==> src/rtl/sercon_pkg.sv <==
package sercon_pkg;

    typedef enum logic [1:0] {
        CONN_DUPLEX = 2'b00,
        CONN_ECHO   = 2'b01,
        CONN_RSVD   = 2'b10,
        CONN_LOOP   = 2'b11
    } conn_mode_e;

    typedef struct packed {
        logic data;
        logic clk;
    } ser_pair_t;

    typedef struct packed {
        logic txd;
        logic rsr;
        logic tx_en;
    } data_route_t;

    typedef struct packed {
        logic rx_clk;
        logic tx_clk;
        logic txc_out;
    } clk_route_t;

    // Source for the receive side: recovered pair or raw pins.
    function automatic ser_pair_t pick_rx_source(logic use_recov,
                                                 ser_pair_t pin_pair,
                                                 ser_pair_t rec_pair);
        return use_recov ? rec_pair : pin_pair;
    endfunction

    // The reserved code routes as full duplex.
    function automatic conn_mode_e route_mode(conn_mode_e m);
        return (m == CONN_RSVD) ? CONN_DUPLEX : m;
    endfunction

    // Modes that send received data back out and reuse the receive clock.
    function automatic logic echo_like(conn_mode_e m);
        return (m == CONN_ECHO) || (m == CONN_LOOP);
    endfunction

endpackage

==> src/rtl/sercon_mode_ctl.sv <==
module sercon_mode_ctl
    import sercon_pkg::*;
(
    input  logic       clk,
    input  logic       rst,
    input  logic [1:0] mode_req,
    input  logic       tx_idle,
    input  logic       rx_idle,
    output conn_mode_e mode_q,
    output logic       illegal_q
);

    logic both_idle;
    assign both_idle = tx_idle & rx_idle;

    always_ff @(posedge clk) begin
        if (rst) begin
            mode_q    <= CONN_DUPLEX;
            illegal_q <= 1'b0;
        end else if (both_idle) begin
            mode_q <= conn_mode_e'(mode_req);
            if (conn_mode_e'(mode_req) == CONN_RSVD) begin
                illegal_q <= 1'b1;
            end
        end
    end

endmodule

==> src/rtl/sercon_clk_route.sv <==
module sercon_clk_route
    import sercon_pkg::*;
(
    input  conn_mode_e mode,
    input  logic       sel_rx_clk,
    input  logic       tx_clk_src,
    input  logic       txc_is_out,
    input  logic       txc_pin_in,
    output clk_route_t route
);

    always_comb begin
        route.rx_clk = sel_rx_clk;
        if (echo_like(mode)) begin
            route.tx_clk  = sel_rx_clk;
            route.txc_out = txc_is_out & sel_rx_clk;
        end else begin
            route.tx_clk  = txc_is_out ? tx_clk_src : txc_pin_in;
            route.txc_out = txc_is_out & tx_clk_src;
        end
    end

endmodule

==> src/rtl/sercon_data_route.sv <==
module sercon_data_route
    import sercon_pkg::*;
(
    input  conn_mode_e  mode,
    input  logic        sel_rx_data,
    input  logic        tsr_out,
    output data_route_t route
);

    always_comb begin
        route.tx_en = 1'b1;
        unique case (mode)
            CONN_ECHO: begin
                route.txd   = sel_rx_data;
                route.rsr   = sel_rx_data;
                route.tx_en = 1'b0;
            end
            CONN_LOOP: begin
                route.txd = sel_rx_data;
                route.rsr = tsr_out;
            end
            default: begin
                route.txd = tsr_out;
                route.rsr = sel_rx_data;
            end
        endcase
    end

endmodule

==> src/rtl/sercon_router.sv <==
module sercon_router
    import sercon_pkg::*;
(
    input  logic       clk,
    input  logic       rst,
    input  logic [1:0] mode_req,
    input  logic       tx_idle,
    input  logic       rx_idle,
    input  logic       recov_sel,
    input  logic       rxd_pin,
    input  logic       rxc_pin,
    input  logic       recov_data,
    input  logic       recov_clk,
    input  logic       tx_clk_src,
    input  logic       txc_is_out,
    input  logic       txc_pin_in,
    input  logic       tsr_out,
    output logic       txd_pin,
    output logic       txc_pin_out,
    output logic       txc_pin_oe,
    output logic       rsr_in,
    output logic       rx_clk,
    output logic       tx_clk,
    output logic       tx_enable,
    output logic [1:0] active_mode,
    output logic       illegal_mode
);

    conn_mode_e  mode_q;
    conn_mode_e  eff_mode;
    ser_pair_t   pin_pair;
    ser_pair_t   rec_pair;
    ser_pair_t   rx_src;
    data_route_t d_route;
    clk_route_t  c_route;

    sercon_mode_ctl u_mode (
        .clk       (clk),
        .rst       (rst),
        .mode_req  (mode_req),
        .tx_idle   (tx_idle),
        .rx_idle   (rx_idle),
        .mode_q    (mode_q),
        .illegal_q (illegal_mode)
    );

    assign eff_mode = route_mode(mode_q);
    assign pin_pair = '{data: rxd_pin, clk: rxc_pin};
    assign rec_pair = '{data: recov_data, clk: recov_clk};
    assign rx_src   = pick_rx_source(recov_sel, pin_pair, rec_pair);

    sercon_data_route u_data (
        .mode        (eff_mode),
        .sel_rx_data (rx_src.data),
        .tsr_out     (tsr_out),
        .route       (d_route)
    );

    sercon_clk_route u_clk (
        .mode       (eff_mode),
        .sel_rx_clk (rx_src.clk),
        .tx_clk_src (tx_clk_src),
        .txc_is_out (txc_is_out),
        .txc_pin_in (txc_pin_in),
        .route      (c_route)
    );

    assign txd_pin     = d_route.txd;
    assign rsr_in      = d_route.rsr;
    assign tx_enable   = d_route.tx_en;
    assign rx_clk      = c_route.rx_clk;
    assign tx_clk      = c_route.tx_clk;
    assign txc_pin_out = c_route.txc_out;
    assign txc_pin_oe  = txc_is_out;
    assign active_mode = mode_q;

endmodule

==> config.mk <==
export PLATFORM = sky130hd
export DESIGN_NAME = sercon_router
export DESIGN_NICKNAME = d
export VERILOG_FILES = /design/src/rtl/sercon_pkg.sv /design/src/rtl/sercon_mode_ctl.sv /design/src/rtl/sercon_clk_route.sv /design/src/rtl/sercon_data_route.sv /design/src/rtl/sercon_router.sv
export SDC_FILE = /design/constraint.sdc
export NUM_CORES = 1
export LEC_CHECK = 0
export BUFFER_PORTS_ARGS = -buffer_cell sky130_fd_sc_hd__buf_2
export CORE_AREA = 2 2 39 41
export CTS_CLUSTER_DIAMETER = 50
export DETAILED_ROUTE_END_ITERATION = 10
export DIE_AREA = 0 0 41 43
export GPL_TIMING_DRIVEN = 1
export PLACE_DENSITY = 0.54
export SYNTH_ARGS = -nofsm -noshare
export SYNTH_HDL_FRONTEND = slang
export SYNTH_HIERARCHICAL = 1
export SYNTH_SLANG_ARGS = --single-unit
==> constraint.sdc <==
create_clock -name clk -period 3.4 [get_ports clk]
set_input_delay 0.85 -clock clk [delete_from_list [all_inputs] [get_ports clk]]
set_output_delay 0.85 -clock clk [all_outputs]
set_load 0.03 [all_outputs]
==> results of run 1 <==
## cell families after synthesis
family / share of synthesized area
and+or+nand+nor: 0.197
AOI/OAI and AO/OA: 0.202
muxes: 0.250
buffers and inverters: 0.0957
DFF: 0.255
## per-stage QoR
step                cells  hold slack [ps]  utilization  power, mW
global placement       64              433        0.258     0.0827
floorplan              27              564            -     0.0675
CTS                    68              444        0.277      0.150
global route           68              461        0.277      0.157
finish                 68              443        0.277      0.148
detailed placement     64              435        0.258     0.0829
## cells in the mapped netlist
cell and number:
and2_1 1, nand2b_1 1, nand3_1 2, mux2i_1 1
mux2_2 3, o21ai_1 1, a21oi_1 3, clkbuf_1 1
a21boi_1 1, dfxtp_1 3, a21bo_1 2, nand2_1 2
buf_4 2, or2b_1 1, nand4b_1 1, mux2_4 1
inv_1 1
## cell usage in the layout, fill, tap and decap left out
cell | netlist | routed
mux2_4 | 1 | 1
inv_1 | 1 | 1
buf_2 | 0 | 24
a21oi_1 | 3 | 3
mux2_2 | 3 | 3
or2b_1 | 1 | 1
clkbuf_1 | 1 | 1
clkbuf_4 | 0 | 3
a21bo_1 | 2 | 2
nand2_1 | 2 | 2
dfxtp_1 | 3 | 3
mux2i_1 | 1 | 1
a21boi_1 | 1 | 1
nand3_1 | 2 | 2
nand2b_1 | 1 | 1
o21ai_1 | 1 | 1
and2_1 | 1 | 1
nand4b_1 | 1 | 1
## report_power, final
group	internal, mW	total, mW	leakage, nW	switching [mW]
Sequential	0.0369	0.0386	0.0245	0.00169
Clock	0.0442	0.0657	0.0150	0.0215
Combinational	0.0182	0.0434	0.155	0.0253
Total	0.0992	0.148	0.194	0.0484
## cell type report
class | instances | area share
Clock buffer | 4 | 0.0686
Inverter | 1 | 0.00980
Multi-Input combinational cell | 20 | 0.399
Sequential cell | 3 | 0.157
Tap cell | 16 | 0.0523
Timing Repair Buffer | 24 | 0.314
## flip-flops by register name, summed over array words and instances (netlist names)
name,flops
u_mode/mode_q,2
u_mode/illegal_q,1
## routing by layer
metal  track usage  up-vias
met5             0        -
met4        0.0800        0
met3        0.0314        3
met2        0.0938       21
met1        0.0863      109
li1              -      142
## worst min-delay path, delay by kind of cell (launching register included)
family / cells / cell delay (ps)
AO/OA/AOI/OAI: 1 / 50
buffers and inverters: 1 / 50
flip-flops: 1 / 300
## final timing paths
path	slack [ps]	start	depth (start not counted)	end
min reg2reg	440	u_mode/illegal_q$_SDFFE_PP0P_	2	u_mode/illegal_q$_SDFFE_PP0P_
max reg2reg	2510	u_mode/mode_q[0]$_SDFFE_PP0P_	2	u_mode/mode_q[0]$_SDFFE_PP0P_
max	840	recov_sel	4	txd_pin
min	440	u_mode/illegal_q$_SDFFE_PP0P_	2	u_mode/illegal_q$_SDFFE_PP0P_
==> out/qor.csv, run 1 <==
stage,metric,value,unit
clock_tree,cts_setup_buffers,0,
routing,drcViolationCount,0,
clock_tree,clock_latency,240,ps
cells_and_area,nets,68,
timing,finalCriticalPeriod,2560,ps
synth,syn_area,235,um2
global_route,grt_use_total,0.0752,
floorplanning,rows,14,
synth,yosys_warnings,6,
status,status,"complete, no violations",
timing,setup_tns,0,ps
cells_and_area,multi_input_area,153,um2
setup_path,worstPathRequired,2550,ps
clock_tree,ctsRootBufferMaster,clkbuf_4,
setup_path,worstSetupPathType,input port to output port,
synth,yosysUniqueCellTypes,17,
clock_tree,hold_buffers,0,
routing,via_per_inst,4.04,
synth,synth_area_per_cell,8.71,um2
place,gp_congestion,0.662,
routing,dr.pass1.iters,1,
cells_and_area,n_antenna_cell,0,
timing,tightest_slew,267,ps
routing,met1Wirelength,258,um
power,power.leakage,0.194,nW
global_route,grt_max_degree,10,
setup_path,critPathArrivalTime,1710,ps
synth,synthCells,27,
floorplanning,core-area,1380,um2
clock_tree,cts_buffers,3,
routing,wl,584,um
routing,highest_layer,met4,
timing,drv_slew,0,
setup_path,critPathSlowestCell,mux2_2,
setup_path,crit_path_end_kind,output port,
setup_path,cpLargestDelayFamily,multiplexers,
worst_hold_path,hold_class,flop to flop,
setup_path,cp-start-kind,input port,
synth,synth_top_cell_area_share,0.255,
floorplanning,die_h,43,um
power,powerDensity,386,nW/um2
cells_and_area,fin_area,383,um2
job,drv_cap,0,
global_route,grt_pass1_vias,231,
timing,setup_viol_count_final,0,
synth,yosys-top-cells-area,"dfxtp_1 (26%), mux2_2 (14%), a21bo_1 (8.5%)",
cells_and_area,fill_cells,169,
floorplanning,floorplan.initialDensity,0.170,
routing,num_vias,275,
cells_and_area,ff_latch_area,60.1,um2
place,io_buffers,24,
global_route,antenna_found_initial,0,
clock_tree,clkTransAtPathRegs,40,ps
timing,maxSlewHeadroom,0.822,
place,place_area,357,um2
routing,post_drt_wl_per_cell,8.59,um
routing,postRouteAntennaNets,0,
timing,worst_slack,840,ps
clock_tree,cts_sinks,3,
routing,met2_wirelength,216,um
timing,post-route-period-util,0.753,
timing,finalHoldViolations,0,
timing,clock.fmax,0.391,GHz
synth,synth_nets,42,
routing,drt_iter0_drc,0,
clock_tree,cts_resized,0,
cells_and_area,area_growth,62.8,%
synth,synth.yosys.seq_area_share,0.255,
setup_path,crit_chain,"buf_2, mux2_2, mux2_2, buf_2",
clock_tree,htree_levels,1,
clock_tree,clk_path_buf_depth,2,
floorplanning,dieWidth,41,um
floorplanning,ios,25,
global_route,grt_pass1_wl,841,um
synth,synth-seq-cells,3,
cells_and_area,drive_gt1_frac,0.596,
timing,rsz0062_at_grt,false,
setup_path,crit_path_max_fanout,2,
power,vdd_drop_max,0.148,mV
global_route,grt_overflow,0,
clock_tree,cts_tree,yes,
synth,synth_top_area_cell,dfxtp_1,
setup_path,cp_num_buf_inv,2,
setup_path,critPathMaxStageDelay,330,ps
place,place_ws,837,ps
timing,clock_skew,0,ps
routing,route.met3.wl,85,um
floorplanning,die-area,1760,um2
No activity file was read; power rests on OpenSTA's default activity.
==> inputs of run 2 (changes only) <==
- PLACE_DENSITY: 0.54 -> 0.56
- clock period: 3.4 -> 2.2 ns (I/O delays scaled with it)
==> run 2 against run 1 <==
Against the previous run:
- via count rose by 0.73%
- register-to-register slack got worse by 1200 ps
- first-iteration DRC count rose by 2
- sequential share of layout area did not move
- critical endpoint unchanged
- critical path depth did not move
- count of clock-buffer cells in the layout did not move
- utilization did not move
- cell area did not move
- die area did not move
- cell count did not move
- highest routed layer unchanged
- clock power rose by 51%
- largest power group unchanged
==> out/qor.csv, run 2 (same netlist as run 1, synthesis figures left out) <==
stage,metric,value,unit,change
cells_and_area,area_growth,62.8,%,unchanged
cells_and_area,nets,68,,unchanged
cells_and_area,drive_gt1_frac,0.596,,unchanged
power,powerDensity,591,nW/um2,+53%
place,io_buffers,24,,unchanged
timing,setup_viol_count_final,0,,unchanged
cells_and_area,largest_reg_flops,2,,unchanged
global_route,antenna_found_initial,0,,unchanged
timing,rsz0062_at_grt,false,,
cells_and_area,top_register,u_mode/mode_q,,
floorplanning,die-area,1760,um2,unchanged
cells_and_area,reg.largest.list,"u_mode/mode_q (2), u_mode/illegal_q (1)",,
clock_tree,cts_sinks,3,,unchanged
place,place_area,357,um2,unchanged
timing,clock_skew,0,ps,unchanged
cells_and_area,n_antenna_cell,0,,unchanged
clock_tree,cts_tree,yes,,
timing,clock.fmax,0.510,GHz,
setup_path,rr_worst_depth,2,,unchanged
timing,finalHoldViolations,0,,unchanged
place,place_ws,241,ps,-597 ps
routing,via_per_inst,4.07,,+0.73%
setup_path,cp-start-kind,input port,,
place,dp_hpwl,456,um,
clock_tree,cts_buffers,3,,unchanged
status,status,"complete, no violations",,
routing,drcViolationCount,0,,unchanged
floorplanning,rows,14,,unchanged
cells_and_area,layout.cells.most_common_list,"buf_2 (24), mux2_2 (3), clkbuf_4 (3), a21oi_1 (3), dfxtp_1 (3)",,
cells_and_area,final-instance-count-excl-fill,68,,unchanged
timing,drv_slew,0,,unchanged
global_route,grt_pass1_wl,800,um,-4.9%
clock_tree,ctsRootBufferMaster,clkbuf_4,,
floorplanning,floorplan.initialDensity,0.170,,unchanged
timing,maxSlewHeadroom,0.828,,+0.00563
global_route,grt_max_degree,10,,unchanged
setup_path,worstSetupPathType,input port to output port,,
power,power.leakage,0.194,nW,unchanged
floorplanning,die_h,43,um,unchanged
clock_tree,clkTransAtPathRegs,40,ps,about the same
clock_tree,cts_setup_buffers,0,,unchanged
global_route,grt_overflow,0,,unchanged
floorplanning,dieWidth,41,um,unchanged
global_route,grt_use_total,0.0702,,-0.00494
routing,drt_iter0_drc,2,,+2
cells_and_area,final_core_util,0.277,,unchanged
setup_path,crit_path_end_kind,output port,,
timing,fin_hold_ws,440,ps,-2.60 ps
clock_tree,htree_levels,1,,unchanged
worst_hold_path,hold_class,flop to flop,,
timing,setup_tns,0,ps,unchanged
power,power,0.226,mW,+53%
clock_tree,clock_latency,240,ps,about the same
place,numPlacedInstances,64,,unchanged
setup_path,crit_path_max_fanout,2,,unchanged
timing,worst_slack,239,ps,-601 ps
clock_tree,clk_path_buf_depth,2,,unchanged
place,gp_congestion,0.592,,-11%
setup_path,critPathArrivalTime,1410,ps,-300 ps
setup_path,worstPathRequired,1650,ps,-900 ps
routing,post_drt_wl_per_cell,8.53,um,-0.68%
clock_tree,hold_buffers,0,,unchanged
timing,tightest_slew,258,ps,-8.43 ps
routing,dr.pass1.iters,4,,+3
routing,postRouteAntennaNets,0,,unchanged
routing,num_vias,277,,+0.73%
worst_hold_path,min_delay_path_depth,2,,unchanged
timing,finalCriticalPeriod,1960,ps,
power,vdd_drop_max,0.225,mV,+52%
routing,wl,580,um,-0.68%
clock_tree,cts_resized,0,,unchanged
floorplanning,core-area,1380,um2,unchanged
cells_and_area,final_common_cell,buf_2,,
job,drv_cap,0,,unchanged
cells_and_area,fin_area,383,um2,unchanged
global_route,grt_pass1_vias,226,,-2.2%
floorplanning,ios,25,,unchanged
timing,post-route-period-util,0.891,,
## run 2: cell counts in the layout (fill, tap and decap cells not counted)
Identical to the previous run, type by type.
## run 2: area by class of cell
type,count,area [um2]
Fill cell,158,1000
Multi-Input combinational cell,20,153
Timing Repair Buffer,24,120
Sequential cell,3,60.1
Clock buffer,4,26.3
Tap cell,16,20.0
Inverter,1,3.75
## run 2: critical path, stage by stage
cell and delay (ps):
buf_2 90, mux2_2 330, mux2_2 260, buf_2 170
## run 2: final timing paths
check	start	to	slack [ps]
max	recov_sel	txd_pin	240
min	u_mode/illegal_q$_SDFFE_PP0P_	u_mode/illegal_q$_SDFFE_PP0P_	440
min reg2reg	u_mode/illegal_q$_SDFFE_PP0P_	u_mode/illegal_q$_SDFFE_PP0P_	440
max reg2reg	u_mode/mode_q[0]$_SDFFE_PP0P_	u_mode/mode_q[0]$_SDFFE_PP0P_	1300
## run 2: routing by layer
metal / vias up / GRT usage / part of all wire
met1: 107 / 0.0737 / 0.42
met3: 2 / 0.0157 / 0.16
met5: - / 0 / 0
li1: 145 / - / -
met2: 23 / 0.100 / 0.41
met4: 0 / 0.0800 / 0.014
## run 2: where the power goes
| part | switching, mW | total [mW] | leakage (nW) | internal [mW] |
|---|---|---|---|---|
| Sequential | 0.00250 | 0.0595 | 0.0245 | 0.0570 |
| Combinational | 0.0393 | 0.0674 | 0.155 | 0.0281 |
| Clock | 0.0312 | 0.0994 | 0.0150 | 0.0682 |
| Total | 0.0730 | 0.226 | 0.194 | 0.153 |
==> inputs of run 3 (changes only) <==
- PLACE_DENSITY: 0.56 -> 0.5
==> run 3 against run 2 <==
Against the previous run:
- register-to-register slack is essentially flat
- maximum frequency about the same
- non-clock buffer count unchanged
- sequential cell count did not move
- hold slack improved by 8.9 ps
- power fell by 2.6%
- via count increased by 3.6%
- utilization unchanged
- first-iteration DRC count did not move
- worst setup slack got worse by 1.1 ps
- routed wire length up 1.4%
- combinational power is essentially flat
- critical path type unchanged
- critical endpoint unchanged
- largest cell class unchanged
- largest power group unchanged
==> out/qor.csv, run 3 (same netlist as run 1, synthesis figures left out) <==
stage,metric,value,unit,change
clock_tree,clkTransAtPathRegs,30,ps,about the same
routing,drcViolationCount,0,,unchanged
routing,postRouteAntennaNets,0,,unchanged
setup_path,critPathArrivalTime,1410,ps,about the same
routing,post_drt_wl_per_cell,8.65,um,+1.4%
power,p_seq_frac,0.272,,+0.009
floorplanning,die-area,1760,um2,unchanged
power,switchingPower,0.0674,mW,-7.7%
timing,finalCriticalPeriod,1960,ps,+1.10 ps
power,vdd_drop_max,0.215,mV,-4.6%
floorplanning,rows,14,,unchanged
timing,rsz0062_at_grt,false,,
clock_tree,cts_tree,yes,,
clock_tree,cts_buffers,3,,unchanged
timing,setup_viol_count_final,0,,unchanged
cells_and_area,drive_gt1_frac,0.596,,unchanged
setup_path,cp_num_buf_inv,2,,unchanged
setup_path,critPathMaxStageDelay,330,ps,about the same
power,p_clk_frac,0.423,,-0.016
routing,via_per_inst,4.22,,+3.6%
worst_hold_path,hold_class,flop to flop,,
global_route,grt_overflow,0,,unchanged
setup_path,crit_chain,"buf_2, mux2_2, mux2_2, buf_2",,
cells_and_area,fill_cells,160,,+1.3%
floorplanning,die_h,43,um,unchanged
timing,fin_hold_ws,449,ps,+8.87 ps
timing,post-route-period-util,0.892,,about the same
power,powerDensity,575,nW/um2,-2.6%
timing,tightest_slew,264,ps,+5.66 ps
place,numPlacedInstances,64,,unchanged
setup_path,cp-start-kind,input port,,
setup_path,crit_path_end_kind,output port,,
timing,clock.fmax,0.510,GHz,about the same
power,switching_share,0.306,,-0.0167
clock_tree,ctsRootBufferMaster,clkbuf_4,,
timing,clock_skew,0,ps,unchanged
clock_tree,cts_resized,0,,unchanged
clock_tree,htree_levels,1,,unchanged
timing,setup_tns,0,ps,unchanged
routing,drt_iter0_drc,2,,unchanged
power,power.leakage,0.194,nW,unchanged
floorplanning,core-area,1380,um2,unchanged
cells_and_area,largest_reg_flops,2,,unchanged
timing,drv_slew,0,,unchanged
power,power,0.220,mW,-2.6%
setup_path,r2r_slack,1290,ps,about the same
cells_and_area,top_register,u_mode/mode_q,,
clock_tree,cts_sinks,3,,unchanged
timing,finalHoldViolations,0,,unchanged
place,place_ws,233,ps,-8.29 ps
clock_tree,cts_setup_buffers,0,,unchanged
timing,maxSlewHeadroom,0.824,,-0.00378
clock_tree,clock_latency,230,ps,about the same
cells_and_area,final_common_cell,buf_2,,
routing,dr.pass1.iters,2,,-2
cells_and_area,reg.largest.list,"u_mode/mode_q (2), u_mode/illegal_q (1)",,
setup_path,worstPathRequired,1650,ps,about the same
cells_and_area,final_core_util,0.277,,unchanged
routing,num_vias,287,,+3.6%
setup_path,cpLargestDelayFamily,multiplexers,,
setup_path,critPathSlowestCell,mux2_2,,
floorplanning,ios,25,,unchanged
global_route,antenna_found_initial,0,,unchanged
place,place_area,357,um2,unchanged
floorplanning,dieWidth,41,um,unchanged
cells_and_area,final-instance-count-excl-fill,68,,unchanged
global_route,grt_use_total,0.0711,,+0.000932
status,status,"complete, no violations",,
cells_and_area,n_antenna_cell,0,,unchanged
cells_and_area,area_growth,62.8,%,unchanged
global_route,grt_pass1_vias,227,,+0.44%
timing,worst_slack,238,ps,-1.10 ps
clock_tree,clk_path_buf_depth,2,,unchanged
floorplanning,floorplan.initialDensity,0.170,,unchanged
place,gp_congestion,0.576,,-2.7%
cells_and_area,fin_area,383,um2,unchanged
place,io_buffers,24,,unchanged
power,combPwrFrac,0.305,,+0.007
global_route,grt_pass1_wl,821,um,+2.6%
power,intPower,0.153,mW,-0.22%
clock_tree,hold_buffers,0,,unchanged
routing,wl,588,um,+1.4%
global_route,grt_max_degree,10,,unchanged
setup_path,worstSetupPathType,input port to output port,,
setup_path,crit_path_max_fanout,2,,unchanged
cells_and_area,nets,68,,unchanged
cells_and_area,layout.cells.most_common_list,"buf_2 (24), mux2_2 (3), clkbuf_4 (3), a21oi_1 (3), dfxtp_1 (3)",,
job,drv_cap,0,,unchanged
run 3: cell counts in the layout (fill, tap and decap cells not counted):
No cell type changed its count.
run 3: power by group through the flow:
| stage | Clock, mW | Combinational (mW) | Sequential [mW] |
|---|---|---|---|
| floorplan | 0 | 0.0404 | 0.0638 |
| global placement | 0 | 0.0675 | 0.0608 |
| detailed placement | 0 | 0.0679 | 0.0607 |
| CTS | 0.0988 | 0.0682 | 0.0600 |
| global route | 0.102 | 0.0728 | 0.0603 |
| finish | 0.0933 | 0.0673 | 0.0598 |
run 3: per-layer routing:
metal	GRT usage	vias to the layer above	share of wire	routed length (um)
li1	-	143	-	-
met1	0.0735	125	0.40	235
met2	0.103	19	0.47	278
met3	0.0314	0	0.13	74
met4	0.0600	0	0	0
met5	0	-	0	0
run 3: worst register-to-register path: stages, from the launching register on:
cell and delay (ps):
dfxtp_1 460, a21bo_1 240, a21oi_1 140
run 3: worst paths after layout:
check                           startpoint                             to  cells after the start
min reg2reg  u_mode/illegal_q$_SDFFE_PP0P_  u_mode/illegal_q$_SDFFE_PP0P_                      2
max                              recov_sel                        txd_pin                      4
min          u_mode/illegal_q$_SDFFE_PP0P_  u_mode/illegal_q$_SDFFE_PP0P_                      2
max reg2reg  u_mode/mode_q[0]$_SDFFE_PP0P_  u_mode/mode_q[0]$_SDFFE_PP0P_                      2
run 3: layout make-up:
cell class / count / area (um2) / area share
Multi-Input combinational cell: 20 / 153 / 0.399
Timing Repair Buffer: 24 / 120 / 0.314
Sequential cell: 3 / 60.1 / 0.157
Clock buffer: 4 / 26.3 / 0.0686
Tap cell: 16 / 20.0 / 0.0523
Inverter: 1 / 3.75 / 0.00980
